File: src/rtl/tgt_timer_pkg.sv
package tgt_timer_pkg;

  // mode word layout (stored width and bit roles)
  localparam int unsigned MODE_W      = 13;
  localparam int unsigned MB_HALT     = 0;
  localparam int unsigned MB_TGT_RST  = 3;
  localparam int unsigned MB_IRQ_TGT  = 4;
  localparam int unsigned MB_IRQ_WRAP = 5;
  localparam int unsigned MB_REPEAT   = 6;
  localparam int unsigned MB_EXT      = 8;
  localparam int unsigned MB_DIV      = 9;
  localparam int unsigned MB_ANY_EVT  = 10;
  localparam int unsigned MB_HIT_TGT  = 11;
  localparam int unsigned MB_HIT_WRAP = 12;

  typedef enum logic [1:0] {
    REG_COUNT  = 2'd0,
    REG_MODE   = 2'd1,
    REG_TARGET = 2'd2,
    REG_NONE   = 2'd3
  } reg_sel_e;

  typedef struct packed {
    logic halt;
    logic use_ext;
    logic use_div;
  } clk_cfg_t;

endpackage

File: src/rtl/tgt_timer_tick_src.sv
module tgt_timer_tick_src
  import tgt_timer_pkg::*;
#(
  parameter int unsigned DIV_LOG2 = 3,
  parameter int unsigned SYNC_LEN = 2
) (
  input  logic     clk,
  input  logic     rst_n,
  input  logic     restart,
  input  clk_cfg_t cfg,
  input  logic     ext_in,
  output logic     tick
);

  localparam int unsigned HIST_W = SYNC_LEN + 1;

  logic [HIST_W-1:0] hist_q, hist_n;
  logic              ext_edge;
  logic              div_tick;

  // synchronizer plus one history flop for edge detection
  always_comb begin
    hist_n = {hist_q[HIST_W-2:0], ext_in};
  end

  always_ff @(posedge clk or negedge rst_n) begin
    if (!rst_n) hist_q <= '0;
    else        hist_q <= hist_n;
  end

  assign ext_edge = hist_q[HIST_W-2] & ~hist_q[HIST_W-1];

  generate
    if (DIV_LOG2 == 0) begin : g_no_div
      assign div_tick = 1'b1;
    end else begin : g_div
      logic [DIV_LOG2-1:0] pre_q, pre_n;

      always_comb begin
        if (restart) pre_n = '0;
        else         pre_n = pre_q + 1'b1;
      end

      always_ff @(posedge clk or negedge rst_n) begin
        if (!rst_n) pre_q <= '0;
        else        pre_q <= pre_n;
      end

      assign div_tick = &pre_q;

      // divided ticks are never back to back
      assert_div_spacing_R10: assert property (@(posedge clk) disable iff (!rst_n)
        div_tick |=> !div_tick);
    end
  endgenerate

  always_comb begin
    if (cfg.halt)         tick = 1'b0;
    else if (cfg.use_ext) tick = ext_edge;
    else if (cfg.use_div) tick = div_tick;
    else                  tick = 1'b1;
  end

  // a held-high external input yields a single edge
  assert_ext_single_R10: assert property (@(posedge clk) disable iff (!rst_n)
    ext_edge |=> !ext_edge);

endmodule

File: src/rtl/tgt_timer_core.sv
module tgt_timer_core #(
  parameter int unsigned CNT_W = 16
) (
  input  logic             clk,
  input  logic             rst_n,
  input  logic             tick,
  input  logic             restart,
  input  logic             ld_en,
  input  logic [CNT_W-1:0] ld_val,
  input  logic [CNT_W-1:0] tgt_val,
  input  logic             tgt_rst,
  output logic [CNT_W-1:0] cnt,
  output logic             ev_tgt,
  output logic             ev_wrap
);

  logic [CNT_W-1:0] cnt_q, cnt_n;
  logic             cnt_en;
  logic             hit_tgt;
  logic             at_full;
  logic             step;

  assign hit_tgt = (cnt_q == tgt_val);
  assign at_full = &cnt_q;
  assign step    = tick & ~ld_en & ~restart;

  always_comb begin
    ev_tgt  = step & hit_tgt;
    ev_wrap = step & at_full & ~(tgt_rst & hit_tgt);
  end

  always_comb begin
    cnt_en = restart | ld_en | step;
    cnt_n  = cnt_q;
    if (restart)                cnt_n = '0;
    else if (ld_en)             cnt_n = ld_val;
    else if (tgt_rst & hit_tgt) cnt_n = '0;
    else                        cnt_n = cnt_q + 1'b1;
  end

  always_ff @(posedge clk or negedge rst_n) begin
    if (!rst_n)      cnt_q <= '0;
    else if (cnt_en) cnt_q <= cnt_n;
  end

  assign cnt = cnt_q;

  assert_restart_zero_R7: assert property (@(posedge clk) disable iff (!rst_n)
    restart |=> cnt_q == '0);

  assert_wrap_zero_R1: assert property (@(posedge clk) disable iff (!rst_n)
    ev_wrap |=> cnt_q == '0);

  assert_tgt_clear_R2: assert property (@(posedge clk) disable iff (!rst_n)
    ev_tgt && tgt_rst |=> cnt_q == '0);

  assert_idle_hold_R1: assert property (@(posedge clk) disable iff (!rst_n)
    !tick && !ld_en && !restart |=> $stable(cnt_q));

  assert_load_R8: assert property (@(posedge clk) disable iff (!rst_n)
    ld_en && !restart |=> cnt_q == $past(ld_val));

endmodule

File: src/rtl/tgt_timer_ctrl.sv
module tgt_timer_ctrl
  import tgt_timer_pkg::*;
#(
  parameter int unsigned CNT_W = 16
) (
  input  logic              clk,
  input  logic              rst_n,
  input  logic              wr_mode,
  input  logic              wr_tgt,
  input  logic              rd_mode,
  input  logic [CNT_W-1:0]  wdata,
  input  logic              ev_tgt,
  input  logic              ev_wrap,
  output logic [MODE_W-1:0] mode,
  output logic [CNT_W-1:0]  tgt,
  output logic              irq
);

  logic [MODE_W-1:0] mode_q, mode_n;
  logic [CNT_W-1:0]  tgt_q;
  logic              fired_q, fired_n;
  logic              irq_q, irq_n;
  logic              req, fire;

  always_comb begin
    mode_n = mode_q;
    if (wr_mode) begin
      mode_n = wdata[MODE_W-1:0];
    end else begin
      if (rd_mode) begin
        mode_n[MB_HIT_TGT]  = 1'b0;
        mode_n[MB_HIT_WRAP] = 1'b0;
      end
      if (ev_tgt) begin
        mode_n[MB_HIT_TGT] = 1'b1;
        mode_n[MB_ANY_EVT] = 1'b1;
      end
      if (ev_wrap) begin
        mode_n[MB_HIT_WRAP] = 1'b1;
        mode_n[MB_ANY_EVT]  = 1'b1;
      end
    end
  end

  always_comb begin
    req     = (ev_tgt & mode_q[MB_IRQ_TGT]) | (ev_wrap & mode_q[MB_IRQ_WRAP]);
    fire    = req & ~wr_mode & (mode_q[MB_REPEAT] | ~fired_q);
    fired_n = wr_mode ? 1'b0 : (fired_q | fire);
    irq_n   = fire;
  end

  always_ff @(posedge clk or negedge rst_n) begin
    if (!rst_n) begin
      mode_q  <= '0;
      fired_q <= 1'b0;
      irq_q   <= 1'b0;
    end else begin
      mode_q  <= mode_n;
      fired_q <= fired_n;
      irq_q   <= irq_n;
    end
  end

  always_ff @(posedge clk or negedge rst_n) begin
    if (!rst_n)      tgt_q <= '0;
    else if (wr_tgt) tgt_q <= wdata;
  end

  assign mode = mode_q;
  assign tgt  = tgt_q;
  assign irq  = irq_q;

  assert_one_shot_R6: assert property (@(posedge clk) disable iff (!rst_n)
    !mode_q[MB_REPEAT] && fired_q && !wr_mode |=> !irq_q);

  assert_flag_tgt_R3: assert property (@(posedge clk) disable iff (!rst_n)
    ev_tgt && !wr_mode |=> mode_q[MB_HIT_TGT] && mode_q[MB_ANY_EVT]);

  assert_flag_wrap_R3: assert property (@(posedge clk) disable iff (!rst_n)
    ev_wrap && !wr_mode |=> mode_q[MB_HIT_WRAP] && mode_q[MB_ANY_EVT]);

  assert_rd_clear_R4: assert property (@(posedge clk) disable iff (!rst_n)
    rd_mode && !wr_mode && !ev_tgt && !ev_wrap |=> !mode_q[MB_HIT_TGT] && !mode_q[MB_HIT_WRAP]);

  assert_irq_cause_R5: assert property (@(posedge clk) disable iff (!rst_n)
    !ev_tgt && !ev_wrap |=> !irq_q);

endmodule

File: src/rtl/tgt_timer.sv
module tgt_timer
  import tgt_timer_pkg::*;
#(
  parameter int unsigned CNT_W    = 16,
  parameter int unsigned BUS_W    = 32,
  parameter int unsigned DIV_LOG2 = 3,
  parameter int unsigned IRQ_W    = 8,
  parameter int unsigned IRQ_BIT  = 4
) (
  input  logic             clk,
  input  logic             rst_n,
  input  logic             bus_we,
  input  logic             bus_re,
  input  logic [1:0]       bus_addr,
  input  logic [BUS_W-1:0] bus_wdata,
  output logic [CNT_W-1:0] bus_rdata,
  input  logic             ext_tick,
  output logic [IRQ_W-1:0] irq_vec
);

  localparam int unsigned PAD_W = CNT_W - MODE_W;

  logic [1:0]        rst_sync_q;
  logic              rst_int_n;
  reg_sel_e          sel;
  logic              wr_cnt, wr_mode, wr_tgt, rd_mode;
  logic [MODE_W-1:0] mode;
  logic [CNT_W-1:0]  tgt, cnt;
  logic              tick, ev_tgt, ev_wrap, irq;
  clk_cfg_t          cfg;
  logic              unused_wdata_hi;

  // asynchronous assert, synchronous release
  always_ff @(posedge clk or negedge rst_n) begin
    if (!rst_n) rst_sync_q <= 2'b00;
    else        rst_sync_q <= {rst_sync_q[0], 1'b1};
  end
  assign rst_int_n = rst_sync_q[1];

  assign sel     = reg_sel_e'(bus_addr);
  assign wr_cnt  = bus_we & (sel == REG_COUNT);
  assign wr_mode = bus_we & (sel == REG_MODE);
  assign wr_tgt  = bus_we & (sel == REG_TARGET);
  assign rd_mode = bus_re & (sel == REG_MODE);

  assign unused_wdata_hi = ^bus_wdata[BUS_W-1:CNT_W];

  assign cfg.halt    = mode[MB_HALT];
  assign cfg.use_ext = mode[MB_EXT];
  assign cfg.use_div = mode[MB_DIV];

  tgt_timer_tick_src #(.DIV_LOG2(DIV_LOG2), .SYNC_LEN(2)) i_tick_src (
    .clk     (clk),
    .rst_n   (rst_int_n),
    .restart (wr_mode),
    .cfg     (cfg),
    .ext_in  (ext_tick),
    .tick    (tick)
  );

  tgt_timer_core #(.CNT_W(CNT_W)) i_core (
    .clk     (clk),
    .rst_n   (rst_int_n),
    .tick    (tick),
    .restart (wr_mode),
    .ld_en   (wr_cnt),
    .ld_val  (bus_wdata[CNT_W-1:0]),
    .tgt_val (tgt),
    .tgt_rst (mode[MB_TGT_RST]),
    .cnt     (cnt),
    .ev_tgt  (ev_tgt),
    .ev_wrap (ev_wrap)
  );

  tgt_timer_ctrl #(.CNT_W(CNT_W)) i_ctrl (
    .clk     (clk),
    .rst_n   (rst_int_n),
    .wr_mode (wr_mode),
    .wr_tgt  (wr_tgt),
    .rd_mode (rd_mode),
    .wdata   (bus_wdata[CNT_W-1:0]),
    .ev_tgt  (ev_tgt),
    .ev_wrap (ev_wrap),
    .mode    (mode),
    .tgt     (tgt),
    .irq     (irq)
  );

  always_comb begin
    unique case (sel)
      REG_COUNT:  bus_rdata = cnt;
      REG_MODE:   bus_rdata = {{PAD_W{1'b0}}, mode};
      REG_TARGET: bus_rdata = tgt;
      default:    bus_rdata = '0;
    endcase
  end

  generate
    for (genvar gi = 0; gi < IRQ_W; gi++) begin : g_irq
      if (gi == IRQ_BIT) begin : g_on
        assign irq_vec[gi] = irq;
      end else begin : g_off
        assign irq_vec[gi] = 1'b0;
      end
    end
  endgenerate

  assert_irq_one_bit_R5: assert property (@(posedge clk) disable iff (!rst_int_n)
    $onehot0(irq_vec));

  assert_mode_hi_zero_R7: assert property (@(posedge clk) disable iff (!rst_int_n)
    sel == REG_MODE |-> bus_rdata[CNT_W-1:MODE_W] == '0);

endmodule

File: config.mk
export PLATFORM = sky130hd
export DESIGN_NAME = tgt_timer
export DESIGN_NICKNAME = d
export VERILOG_FILES = /design/src/rtl/tgt_timer_pkg.sv /design/src/rtl/tgt_timer_tick_src.sv /design/src/rtl/tgt_timer_core.sv /design/src/rtl/tgt_timer_ctrl.sv /design/src/rtl/tgt_timer.sv
export SDC_FILE = /design/constraint.sdc
export NUM_CORES = 1
export LEC_CHECK = 0
export BUFFER_PORTS_ARGS = -buffer_cell sky130_fd_sc_hd__buf_2
export CORE_MARGIN = 2
export CORE_UTILIZATION = 55
export CTS_CLUSTER_DIAMETER = 80
export DETAILED_ROUTE_END_ITERATION = 12
export HOLD_SLACK_MARGIN = 0.05
export PLACE_DENSITY = 0.79
export SYNTH_ARGS = -nofsm -noshare
export SYNTH_HDL_FRONTEND = slang
export SYNTH_SLANG_ARGS = --single-unit
File: constraint.sdc
create_clock -name clk -period 3 [get_ports clk]
set_clock_uncertainty 0.2 [all_clocks]
set_input_delay 0 -clock clk [delete_from_list [all_inputs] [get_ports clk]]
set_output_delay 0 -clock clk [all_outputs]
set_load 0.01 [all_outputs]
### After elaboration in Yosys (flattened, before gate mapping)

Index checks and enable logic that the tools add are counted.

* flip-flop bits (word level): 55
* logic and storage cells: 61

* $add $sub $neg: 2
* equal/unequal tests: 3
* multiplexer cells: 14
* bitwise operators: 25
* reduce and logical (&&, ||, !) cells: 6

Operators by type and width (count)
* $mux 16: 3
* $pmux 16 s3: 1
* $add 16x1->16 const B: 1
* $eq 16x16->1: 1
* $reduce_and 16->1: 1
* $and 1x1->1: 15
* $reduce_bool 3->1: 3
* $mux 1: 6
* $mux 3: 2
* $not 1->1: 5
* $or 1x1->1: 5
* $mux 2: 2
* $add 3x1->3 const B: 1
* $reduce_and 3->1: 1
* $eq 2x1->1 const B: 1
* $eq 2x2->1 const B: 1
* $logic_not 2->1: 1

### Logic depth before layout (Yosys ltp)

* word-level depth: 14
* mapped depth: 9

### By module

Synthesis repeated with hierarchy kept, for this count alone.

* cell total of the unflattened synthesis: 302
* area, all modules: 3344.5 sq um

By module, submodules not included
* tgt_timer_core: instances 1, cells an instance 159, area each 1375.1 sq um
* tgt_timer_ctrl: instances 1, cells an instance 75, area each 1258.7 sq um
* tgt_timer: instances 1, cells an instance 54, area each 480.5 sq um
* tgt_timer_tick_src: instances 1, cells an instance 14, area each 230.2 sq um

### Worst setup path before layout

No wires, ideal clock.

* path type: register to register
* start point: register i_tick_src.g_div.pre_q[0]
* end point: register i_ctrl.mode_q[11] (netlist: i_ctrl.mode[11])
* library setup time: 126 ps
* arrival: 1782 ps
* required time: 2674 ps
* path slack: 892 ps
* cell stages (with the launch flop): 9
* clock period less this slack: 2108 ps
* cells stage by stage: dfrtp_1 ha_1 ha_1 nor3b_1 a211o_1 buf_4 nor2_1 and2_1 a221o_1

* cells in the longest elaborated chain, start to end: 9

RTL lines
* start: declaration: RTL line tgt_timer_tick_src.sv:37 `logic [DIV_LOG2-1:0] pre_q, pre_n;`
* start signal: assignment: RTL line tgt_timer_tick_src.sv:46 `else pre_q <= pre_n;`
* $reduce_and 3->1 (*): RTL line tgt_timer_tick_src.sv:49 `assign div_tick = &pre_q;`
* $mux 1 (*): RTL line tgt_timer_tick_src.sv:60 `else if (cfg.use_div) tick = div_tick;`
* $mux 1 (*): RTL line tgt_timer_tick_src.sv:59 `else if (cfg.use_ext) tick = ext_edge;`
* $mux 1 (*): RTL line tgt_timer_tick_src.sv:58 `if (cfg.halt) tick = 1'b0;`
* $and 1x1->1 (*) (2 in series): RTL line tgt_timer_core.sv:25 `assign step = tick & ~ld_en & ~restart;`
* $and 1x1->1 (*): RTL line tgt_timer_core.sv:28 `ev_tgt = step & hit_tgt;`
* $mux 2: RTL line tgt_timer_ctrl.sv:34 `if (ev_tgt) begin`
* $mux 3: RTL line tgt_timer_ctrl.sv:27 `if (wr_mode) begin`
* end signal: assignment: RTL line tgt_timer_ctrl.sv:58 `mode_q <= mode_n;`
* end: declaration: RTL line tgt_timer_ctrl.sv:19 `logic [MODE_W-1:0] mode_q, mode_n;`

Every way passes the cells marked *; elsewhere a longest branch is shown, timed or not. The select of a mux whose other input is x is not followed.
A chain may end at the register's enable or synchronous reset.

### Worst setup path in the final report

Ends and elaborated chain as after synthesis.

==> flow_summary.yaml <==
cells_and_area:
  drive_gt1_share_pct: 20.2
  diodes: 0
  nets: 412
  syn2layout_area_growth_pct: 18.0
  fill_cells: 406
detailed_routing:
  ant_nets: 0
  dr_total_vias: 2412
  first_iter_violations: 206
  drcViolationCount: 0
  viasPerCell: 5.47
  drt-total-wl_um: 6980
  wl_per_cell_um: 15.8
  drt_pre_antenna_iters: 5
floorplanning:
  ios: 63
  num_rows: 26
  die_y_um: 77.5
  die_area_um2: 6010
  core-area_um2: 5170
  start_util_pct: 57.5
  die_w_um: 77.5
synth:
  synthArstFlopShare_pct: 100
  synthCells: 313
  synth-seq-area-share_pct: 46.3
  synth-main-ff-cell: "dfrtp_1"
  syn_area_um2: 2970
  synth_warnings: 0
  netlist.top_cell.by_area: "dfrtp_1"
  syn_area_per_cell_um2: 9.50
  synth_edf_count: 0
  synth_top_area_share_pct: 46.3
  ys_types: 38
  ys_ff_latch: 55
  synth_area_leaders: "dfrtp_1, nand2_1, mux2_2"
power_and_ir_drop:
  irDropWorstVdd_uv: 356
  power_density_nw_per_um2: 553
  p_leak_nw: 1.58
grt:
  grt_pass1_vias: 2352
  globalRouteTotalUtil_pct: 25.3
  grt-ovfl-total: 0
  grt_pass1_wl_um: 11700
  use_met1_pct: 34.2
  grt_busiest_layer: "met2"
  antenna_found_initial: 0
  grtUsageMet2_pct: 40.6
  grt_max_degree: 28
  use_met3_pct: 4.88
clock_tree:
  clk_latency_ns: 0.31
  cts.sinks: 55
  numCtsBuffers: 5
  path_clk_slew_ns: 0.09
  cts_tree: "built"
  htreeDepth: 2
  cts_max_path_buffers: 2
  post_cts_buffers: 0
  root_buffer: "clkbuf_8"
placement:
  dpl.hpwl_um: 4830
  place.gp.congestion: 0.903
  portBuffers: 39
sta:
  fmax_ghz: 0.353
  setup_tns_ns: 0
  fin_crit_sh_pct: 94.3
  whs_ns: 0.0923
  min_period_ns: 2.83
  finalHoldViolCount: 0
  drv_slew: 0
  setup_viol: 0
  slew_headroom_pct: 47.3
  rsz0062_at_grt: "false"
  worst_slew_pin_slew_ns: 0.789
job:
  drv_cap: 0
setup_path:
  required_ns: 3.00
  critPathCaptureType: "flop"
  path_class: "flop to flop"
  crit_fanout: 11
  worstPathArrival_ns: 2.83
  start_kind: "flop"
run_status:
  status: "complete, no violations"
min_path:
  hp-class: "flop to asynchronous set/reset pin"
==> placed cells by master, fill, tap and decap left out, types with 3 or more instances in the layout <==
| cell type | netlist | layout |
|---|---|---|
| conb_1 | 2 | 8 |
| mux2i_1 | 16 | 16 |
| buf_2 | 5 | 39 |
| o21ai_0 | 28 | 28 |
| mux2_2 | 16 | 16 |
| a21oi_1 | 8 | 8 |
| nand2_1 | 67 | 67 |
| nand3_1 | 9 | 9 |
| dlygate4sd3_1 | 0 | 23 |
| xnor2_1 | 20 | 20 |
| dfrtp_1 | 55 | 54 |
| nand4_1 | 11 | 11 |
| xor2_1 | 9 | 9 |
| and2_1 | 3 | 3 |
| nor2_1 | 16 | 16 |
| buf_4 | 10 | 7 |
| clkbuf_8 | 0 | 5 |
| ha_1 | 3 | 3 |
==> cell usage after synthesis (2+ instances only) <==
cell,count
nand2_1,67
dfrtp_1,55
o21ai_0,28
xnor2_1,20
mux2_2,16
mux2i_1,16
nor2_1,16
nand4_1,11
buf_4,10
clkbuf_1,9
nand3_1,9
xor2_1,9
a21oi_1,8
buf_2,5
and2_1,3
ha_1,3
and3_1,2
conb_1,2
inv_1,2
nand2b_1,2
nor2b_1,2
nor3_1,2
==> through the flow <==
stage               setup slack [ns]  cells  area [µm²]  util, %  power (mW)
global placement               0.679    410        3190     61.8        1.49
floorplan                      0.892    319        3000        -        1.37
detailed placement             0.618    410        3190     61.8        1.52
finish                         0.170    441        3510     67.8        1.94
global route                  0.0247    441        3510     67.8        2.05
CTS                           0.0560    441        3510     67.8        1.94
==> kinds of logic after synthesis <==
logic type / Yosys count / synth area share [%]
other cells: 2 / 0.253
mux: 32 / 11.4
simple gates: 120 / 18.5
xor+xnor: 29 / 8.54
buf+inv: 27 / 4.88
compound gates: 45 / 8.84
flops: 55 / 46.3
fa+ha+maj: 3 / 1.26
==> routing by layer <==
metal | up-vias | share of wire [%]
met5 | - | 0
met4 | 0 | 1.5
met3 | 10 | 4.6
met2 | 65 | 48
met1 | 1174 | 46
li1 | 1163 | -
==> where the power goes <==
part / switching, mW / leakage, nW / internal [mW] / total [mW]
clock: 0.242 / 0.0422 / 0.165 / 0.407
combinational: 0.254 / 0.862 / 0.255 / 0.509
sequential: 0.154 / 0.675 / 0.871 / 1.03
total: 0.650 / 1.58 / 1.29 / 1.94
==> timing repair <==
| action | 4_1_cts | 5_1_grt |
|---|---|---|
| endpoints found under the hold margin | 48 | 0 |
| resized for setup | 0 | 1 |
| hold buffers | 23 | 0 |
| setup endpoints to repair | 0 | 1 |
==> final timing paths <==
kind | start | to | slack [ns] | cells past startpoint
max in group asynchronous | rst_sync_q[1]$_DFF_PN0_ | i_ctrl.tgt[11]$_DFFE_PN0P_ | 1.74 | 1
min in group clk | ext_tick | i_tick_src.hist_q[0]$_DFF_PN0_ | 0.12 | 2
worst max-delay path | i_tick_src.g_div.pre_q[0]$_DFF_PN0_ | i_ctrl.mode[11]$_DFFE_PN0P_ | 0.17 | 8
worst min-delay path | rst_sync_q[1]$_DFF_PN0_ | i_ctrl.tgt[7]$_DFFE_PN0P_ | 0.09 | 0
worst min register to register | rst_sync_q[1]$_DFF_PN0_ | i_ctrl.tgt[7]$_DFFE_PN0P_ | 0.09 | 0
worst max register to register | i_tick_src.g_div.pre_q[0]$_DFF_PN0_ | i_ctrl.mode[11]$_DFFE_PN0P_ | 0.17 | 8
==> flip-flops by register name, summed over array words and instances, names as in the netlist <==
signal                  flops
i_ctrl.tgt                 16
i_ctrl.irq                  1
i_tick_src.hist_q           3
i_core.cnt                 16
i_ctrl.mode                13
i_tick_src.g_div.pre_q      3
rst_sync_q                  2
i_ctrl.fired_q              1
==> final cells by class <==
cell class	count	area, µm²	area share [%]
clock buffer	7	76.3	2.18
clock inverter	1	5.00	0.143
inverter	2	7.51	0.214
multi-input combinational	237	1480	42.1
sequential	55	1380	39.3
tap	70	87.6	2.50
timing repair buffer	69	478	13.6
==> worst max-delay path, cell delays in order (launching register included) <==
cell	delay [ns]
dfrtp_1	0.40
ha_1	0.21
ha_1	0.18
nor3b_1	0.32
a211o_2	0.31
nor2_1	0.10
and2_1	0.19
a221o_1	0.25
dlygate4sd3_1	0.55
Power figures use the tool's default switching activity.
